## src/rtl/trgsel_pkg.sv

```systemverilog
package trgsel_pkg;

   localparam int unsigned SEL_W   = 4;
   localparam int unsigned MIN_REF = 6;

   typedef enum logic [SEL_W-1:0] {
      SRC_SWUG  = 4'd0,
      SRC_CNTEN = 4'd1,
      SRC_UPD   = 4'd2,
      SRC_CC1P  = 4'd3,
      SRC_REF1  = 4'd4,
      SRC_REF2  = 4'd5,
      SRC_REF3  = 4'd6,
      SRC_REF4  = 4'd7,
      SRC_REF5  = 4'd8,
      SRC_REF6  = 4'd9,
      SRC_EDG4  = 4'd10,
      SRC_EDG6  = 4'd11,
      SRC_R4R6  = 4'd12,
      SRC_R4F6  = 4'd13,
      SRC_R5R6  = 4'd14,
      SRC_R5F6  = 4'd15
   } trg_src_e;

   typedef struct packed {
      logic sw_ug;
      logic cnt_en;
      logic upd;
      logic cc1;
   } evt_t;

endpackage

```

## src/rtl/trgsel_edge.sv

```systemverilog
module trgsel_edge #(
   parameter int unsigned       N_REF = 6,
   parameter logic [N_REF-1:0]  INIT  = '0
) (
   input  logic             clk,
   input  logic             rst_n,
   input  logic [N_REF-1:0] lvl_i,
   output logic [N_REF-1:0] rise_o,
   output logic [N_REF-1:0] fall_o
);

   logic [N_REF-1:0] last_q;

   for (genvar g = 0; g < N_REF; g++) begin : g_bit
      always_ff @(posedge clk or negedge rst_n) begin
         if (!rst_n) last_q[g] <= INIT[g];
         else        last_q[g] <= lvl_i[g];
      end
      assign rise_o[g] =  lvl_i[g] & ~last_q[g];
      assign fall_o[g] = ~lvl_i[g] &  last_q[g];
   end

endmodule

```

## src/rtl/trgsel_mux.sv

```systemverilog
module trgsel_mux
   import trgsel_pkg::*;
#(
   parameter bit          EXT   = 1'b0,
   parameter int unsigned N_REF = 6
) (
   input  logic [SEL_W-1:0] sel_i,
   input  evt_t             ev_i,
   input  logic [N_REF-1:0] lvl_i,
   input  logic [N_REF-1:0] rise_i,
   input  logic [N_REF-1:0] fall_i,
   output logic             out_o
);

   localparam int unsigned IDX_W = (N_REF > 1) ? $clog2(N_REF) : 1;
   localparam logic [IDX_W-1:0] CH4 = IDX_W'(3);
   localparam logic [IDX_W-1:0] CH5 = IDX_W'(4);
   localparam logic [IDX_W-1:0] CH6 = IDX_W'(5);

   logic             ext_ok;
   logic             lvl_val;
   logic             use_edge;
   logic [IDX_W-1:0] a_idx, b_idx;
   logic             a_any, b_on, b_fall;
   logic             edge_val;

   // Variant: the main output has no modes above 7
   if (EXT) begin : g_ext
      assign ext_ok = 1'b1;
   end else begin : g_base
      assign ext_ok = ~sel_i[SEL_W-1];
   end

   always_comb begin
      lvl_val  = 1'b0;
      use_edge = 1'b0;
      a_idx    = CH4;
      b_idx    = CH6;
      a_any    = 1'b0;
      b_on     = 1'b0;
      b_fall   = 1'b0;
      unique case (trg_src_e'(sel_i))
         SRC_SWUG:  lvl_val = ev_i.sw_ug;
         SRC_CNTEN: lvl_val = ev_i.cnt_en;
         SRC_UPD:   lvl_val = ev_i.upd;
         SRC_CC1P:  lvl_val = ev_i.cc1;
         SRC_REF1:  lvl_val = lvl_i[0];
         SRC_REF2:  lvl_val = lvl_i[1];
         SRC_REF3:  lvl_val = lvl_i[2];
         SRC_REF4:  lvl_val = lvl_i[3];
         SRC_REF5:  lvl_val = lvl_i[4];
         SRC_REF6:  lvl_val = lvl_i[5];
         SRC_EDG4:  begin use_edge = 1'b1; a_idx = CH4; a_any = 1'b1; end
         SRC_EDG6:  begin use_edge = 1'b1; a_idx = CH6; a_any = 1'b1; end
         SRC_R4R6:  begin use_edge = 1'b1; a_idx = CH4; b_on = 1'b1; end
         SRC_R4F6:  begin use_edge = 1'b1; a_idx = CH4; b_on = 1'b1; b_fall = 1'b1; end
         SRC_R5R6:  begin use_edge = 1'b1; a_idx = CH5; b_on = 1'b1; end
         SRC_R5F6:  begin use_edge = 1'b1; a_idx = CH5; b_on = 1'b1; b_fall = 1'b1; end
         default:   lvl_val = 1'b0;
      endcase
      edge_val = rise_i[a_idx]
               | (a_any & fall_i[a_idx])
               | (b_on & (b_fall ? fall_i[b_idx] : rise_i[b_idx]));
   end

   assign out_o = ext_ok & (use_edge ? edge_val : lvl_val);

endmodule

```

## src/rtl/trig_out_sel.sv

```systemverilog
module trig_out_sel
   import trgsel_pkg::*;
#(
   parameter int unsigned      N_REF    = 6,
   parameter logic [N_REF-1:0] REF_INIT = '0
) (
   input  logic             clk,
   input  logic             rst_n,
   input  logic             sw_ug,
   input  logic             cnt_en,
   input  logic             upd_evt,
   input  logic             cc1_set,
   input  logic [N_REF-1:0] oc_ref,
   input  logic [3:0]       sel_main,
   input  logic [3:0]       sel_aux,
   output logic             trg_main,
   output logic             trg_aux
);

   if (N_REF < MIN_REF) begin : g_bad_ref
      $error("trig_out_sel: N_REF below the six references the modes use");
   end
   if (SEL_W != 4) begin : g_bad_sel
      $error("trig_out_sel: mode fields must be 4 bits wide");
   end

   evt_t             ev;
   logic [N_REF-1:0] rise, fall;
   logic             nxt_main, nxt_aux;

   assign ev = '{sw_ug: sw_ug, cnt_en: cnt_en, upd: upd_evt, cc1: cc1_set};

   trgsel_edge #(.N_REF(N_REF), .INIT(REF_INIT)) i_edge (
      .clk    (clk),
      .rst_n  (rst_n),
      .lvl_i  (oc_ref),
      .rise_o (rise),
      .fall_o (fall)
   );

   trgsel_mux #(.EXT(1'b0), .N_REF(N_REF)) i_mux_main (
      .sel_i  (sel_main),
      .ev_i   (ev),
      .lvl_i  (oc_ref),
      .rise_i (rise),
      .fall_i (fall),
      .out_o  (nxt_main)
   );

   trgsel_mux #(.EXT(1'b1), .N_REF(N_REF)) i_mux_aux (
      .sel_i  (sel_aux),
      .ev_i   (ev),
      .lvl_i  (oc_ref),
      .rise_i (rise),
      .fall_i (fall),
      .out_o  (nxt_aux)
   );

   always_ff @(posedge clk or negedge rst_n) begin
      if (!rst_n) begin
         trg_main <= 1'b0;
         trg_aux  <= 1'b0;
      end else begin
         trg_main <= nxt_main;
         trg_aux  <= nxt_aux;
      end
   end

endmodule

```

## config.mk

```make
export PLATFORM = sky130hd
export DESIGN_NAME = trig_out_sel
export DESIGN_NICKNAME = d
export VERILOG_FILES = /design/src/rtl/trgsel_pkg.sv /design/src/rtl/trgsel_edge.sv /design/src/rtl/trgsel_mux.sv /design/src/rtl/trig_out_sel.sv
export SDC_FILE = /design/constraint.sdc
export NUM_CORES = 1
export LEC_CHECK = 0
export CORE_AREA = 2 2 39 41
export CTS_CLUSTER_DIAMETER = 80
export CTS_CLUSTER_SIZE = 10
export DETAILED_ROUTE_END_ITERATION = 16
export DIE_AREA = 0 0 41 43
export PLACE_DENSITY = 0.59
export RECOVER_POWER = 100
export SLEW_MARGIN = 0
export SYNTH_ARGS = -nofsm -noshare
export SYNTH_HDL_FRONTEND = slang
export SYNTH_SLANG_ARGS = --single-unit
```

## constraint.sdc

```tcl
create_clock -name clk -period 1.6 [get_ports clk]
set_input_delay 0.32 -clock clk [delete_from_list [all_inputs] [get_ports clk]]
set_output_delay 0.32 -clock clk [all_outputs]
set_load 0.005 [all_outputs]
```

# Yosys cells after proc, flatten, opt, wreduce, memory -nomap -nowiden
# Cells that the tools add are included.
# classes
magnitude_cmp	2
muxes	24
n_shift	0
reduce_logical	12
bitwise_logic	34
eq_ne	30
mul	0
add_sub_neg	0
n_div	0
# ops
op	n
$eq A4 B4 Y1 const B	16
$eq A4 B3 Y1 const B	8
$pmux W1 S10	2
$and A1 B1 Y1	17
$eq A4 B2 Y1 const B	4
$mux W1	16
$not A1 Y1	13
$bmux W1 S3	4
$pmux W3 S2	2
$reduce_or A2 Y1	6
$reduce_or A6 Y1	2
$eq A4 B1 Y1 const B	2
$logic_not A4 Y1	2
$lt A3 B4 Y1 const B	2
$reduce_or A4 Y1	2
$or A1 B1 Y1	4
# totals
register_bits	8
input_bits	20
word_cells	110
n_memories	0
output_inout_bits	2
latchBits	0
rom_bits	0
ram_bits	0

# Longest topological paths before layout
# depth
depth_word	10
mapped_depth	6
mapped_depth_nobuf	5

# Cells and area by module
# Synthesis repeated with hierarchy kept, for this count alone.
# hier_totals
cells_unflattened	42
area_unflattened_um2	518.0
# modules_own_cells
mod	instances	area_per_inst_um2	seq_area_each_um2	cells_per_inst
trgsel_edge	1	255.2	150.1	18
trgsel_mux at i_mux_aux	1	138.9	0.0	14
trgsel_mux at i_mux_main	1	73.8	0.0	8
trig_out_sel	1	50.0	50.0	2

# Worst setup path after synthesis
# OpenSTA, ideal clock, no wires.
# synth_path
path_kind	input-to-reg
from	in sel_aux[0]
to	reg trg_aux
path_slack_ns	0.414
arrival_time_ns	1.052
required_time_ns	1.465
cell_stages	4
path_buffers	1
setup_ns	0.135
cell_sequence	buf_6 > mux4_2 > nand2_1 > o211ai_1
# synth_via
elab_chain_cells	9
word_cells_on_any_way	37
cone_classes	eq/ne (15); mux (12); bitwise (4); reduce/logical (6)
# synth_rtl
element	line	rtl
from (decl)	trig_out_sel.sv:15	input logic [3:0] sel_aux,
$eq A4 B4 Y1	trgsel_mux.sv:42	unique case (trg_src_e'(sel_i))
$reduce_or A2 Y1 (no line)	--	
$pmux W3 S2	trgsel_mux.sv:42	
$bmux W1 S3	trgsel_mux.sv:62	| (a_any & fall_i[a_idx])
$mux W1 (implied by the code)	trgsel_mux.sv:62	
$and A1 B1 Y1	trgsel_mux.sv:62	
$or A1 B1 Y1	trgsel_mux.sv:62	
$or A1 B1 Y1	trgsel_mux.sv:63	| (b_on & (b_fall ? fall_i[b_idx] : rise_i[b_idx]));
$mux W1 *	trgsel_mux.sv:66	assign out_o = ext_ok & (use_edge ? edge_val : lvl_val);
via i_mux_aux.out_o	trgsel_mux.sv:12	output logic out_o
to (signal assigned)	trig_out_sel.sv:65	trg_aux <= nxt_aux;
to (decl)	trig_out_sel.sv:17	output logic trg_aux
# Mark *: on every way through the listed nets, which the timed path passes. The rest lies on a longest branch. The select of a mux whose other input is x is not followed.

# Worst setup path in the final report
# layout_path
from	in oc_ref[3]
to	reg trg_aux
# layout_via
elab_chain_cells	8
word_cells_on_any_way	12
cone_classes	mux (6); bitwise (6)
# layout_rtl
element	line	rtl
from (decl)	trig_out_sel.sv:13	input logic [N_REF-1:0] oc_ref,
$not A1 Y1	trgsel_edge.sv:20	assign fall_o[g] = ~lvl_i[g] & last_q[g];
$and A1 B1 Y1	trgsel_edge.sv:20	
$bmux W1 S3	trgsel_mux.sv:62	
$mux W1 (implied by the code)	trgsel_mux.sv:62	
$and A1 B1 Y1	trgsel_mux.sv:62	
$or A1 B1 Y1	trgsel_mux.sv:62	
$or A1 B1 Y1	trgsel_mux.sv:63	
$mux W1 *	trgsel_mux.sv:66	
via i_mux_aux.out_o	trgsel_mux.sv:12	
# Marks and branches as above.

==> reports/qor.yml <==
setup_path:
  critical-path-top-delay-family: "compound AO/OA/AOI/OAI gates"
  crit_path_max_incr_delay_ns: 0.47
  crit_path_end_kind: "register"
  cp-start-kind: "primary input"
  critPathKind: "in -> reg"
  cp_max_fo: 5
  r2r-start: "i_edge.last_q[3]"
  worst-path-buf-inv: 1
  cpMaxStageDelayCell: "clkdlybuf4s50_1"
  r2r_end: "trg_aux"
  path_cells: "clkdlybuf4s50_1 -> nor2b_1 -> o311a_1 -> o211ai_1 -> o211ai_1"
  crit_path_start: "oc_ref[3]"
  cp_data_required_time_ns: 1.70
  arrival_ns: 1.62
  cpMostUsedCell: "o211ai_1"
  r2r_slack_ns: 0.34
  r2r_cells: 4
power_and_ir_drop:
  combPwrFrac_pct: 30.0
  ir_drop_mv: 0.208
  leakagePower_nw: 0.264
  p_seq_share_pct: 33.8
  power_frac_clock_pct: 36.2
  p_int_w: 0.000313
  p_total_w: 0.000412
  p_per_area_mw_per_mm2: 642
  sw_frac_of_total_pct: 24.1
  switching_power_w: 0.0000994
layout:
  fin_nets: 81
  post-route-util_pct: 46.4
  drive_above_1_share_pct: 18.3
  instances_no_fill: 76
  area.growth.synth_to_final_pct: 76.3
  diodes: 0
sta:
  clock_skew_ns: 0.00341
  rsz0062_at_grt: "false"
  finalHoldViolCount: 0
  worst_slew_pin_slew_ns: 0.369
  setup_viol: 0
  relSlewSlack_pct: 75.3
  drv_slew: 0
  fmax_mhz: 659
  period_minus_slack_ns: 1.52
  period_share_pct: 94.9
placed_design:
  post-place-cells: 72
  globalplace.congestion: 0.840
  hpwl_um: 749
  port_buffers: 21
route:
  dr_total_vias: 375
  postRouteAntennaNets: 0
  viasPerCell: 4.93
  wire_per_inst_um: 12.3
  drtIter0Drc: 9
  finalWirelength_um: 937
  drtPass1Iterations: 4
  drc: 0
floorplan:
  top_level_ports: 22
  row_count: 14
  start_util_pct: 26.3
  coreArea_mm2: 0.00138
  die-area_mm2: 0.00176
  fp.dieW_um: 41
  dieHeight_um: 43
logic_synthesis:
  yosysSeqAreaShare_pct: 34.4
  synth_cell_types: 17
  synth_area_um2: 364
  synthesis.nets: 52
  ys_ff_latch: 5
  synth.yosys.warnings: 0
  netlist_instances: 32
  avgSynthCellArea_um2: 11.4
cts:
  cts.repair.resized: 0
  clockBufferDepth: 2
  cts_tree: "done"
  clk_latency_ns: 0.24
  clkSlewWorstSetupHoldPaths_ns: 0.05
  cts_setup_buffers: 0
  cts_sinks: 5
  cts_root_buffer: "clkbuf_4"
  htreeDepth: 1
  holdBufCountCts: 0
  cts_made_buffers: 3
global_routing:
  grt_start_max_net_pins: 6
  grt_remaining_overflow: 0
  grt_pass1_vias: 402
  grt_first_pass_wirelength_um: 1470
  antenna_found_initial: 0
  grt_use_total_pct: 12.8
flow_run:
  cap_viol_max_count: 0
outcome:
  status: "finished, final reports clean"
worst_hold_path:
  hold_class: "in -> async"
[layout by cell type, fill, tap and decap left out, drive strengths merged, types with 2 or more instances in the layout]
master,n
nand3b,2
clkdlybuf4s50,14
nor2b,4
dlygate4sd3,6
nand2,2
nand2b,2
buf,4
o211ai,3
dfrtp,5
mux4,3
clkbuf,4
mux2i,3
[kinds of logic after synthesis]
logic type / after synthesis / synth area share, %
compound gates: 8 / 16.1
buf+inv: 1 / 3.09
flops: 5 / 34.4
mux: 6 / 26.8
simple gates: 12 / 19.6
[state kept, by name, summed over array words and instances (netlist names)]
name,flops
trg_aux,1
i_edge.last_q,3
trg_main,1
[worst max-delay path by stage]
stage	end	depth (start not counted)
finish	trg_aux	5
global route	trg_aux	6
CTS	trg_aux	6
detailed placement	trg_aux	6
global placement	trg_aux	6
floorplan	trg_aux	4
[power groups by stage]
stage               logic [W]  clock network [W]  registers [W]
finish               0.000124           0.000149       0.000139
global route         0.000134           0.000159       0.000140
CTS                  0.000129           0.000156       0.000140
detailed placement   0.000127                  0       0.000141
global placement     0.000128                  0       0.000141
floorplan           0.0000464                  0       0.000142
[metrics by stage]
step                      setup WS, ns  hold WS, ns  cell area [um2]  setup TNS [ns]
after global routing            0.0584        0.382              642               0
final                           0.0824        0.365              642               0
after detailed placement        -0.189        0.559              613          -0.259
after global placement          -0.133        0.558              613          -0.212
after CTS                       0.0251        0.292              639               0
after floorplan                  0.414       0.0244              364               0
[cells in the mapped netlist, drive strengths merged]
library cell	number	area, um2
o21ai	1	5.00
o22ai	1	6.26
nor2b	4	27.5
buf	1	11.3
mux4	3	67.6
nor2	1	3.75
a2111oi	1	10.0
a21oi	1	5.00
nand2b	2	12.5
nand3	1	5.00
nand2	2	7.51
nand3b	2	15.0
o211ai	3	22.5
dfrtp	5	125
o311a	1	10.0
mux2i	3	30.0
[layout make-up]
cell class | instances | area [um2]
fillers | 137 | 742
well taps | 16 | 20.0
repair buffers | 25 | 243
clock buffers | 4 | 26.3
flip-flops and latches | 5 | 125
multi-input cells | 26 | 228
[layer usage]
| metal | global-route usage [%] | part of all wire (%) | wire [um] |
|---|---|---|---|
| met1 | 12.5 | 38 | 355 |
| met2 | 21.9 | 56 | 524 |
| met3 | 0 | 6.0 | 56 |
| met5 | 0 | 0 | 0 |
| met4 | 12.0 | 0 | 0 |
Power figures use the tool's default switching activity.
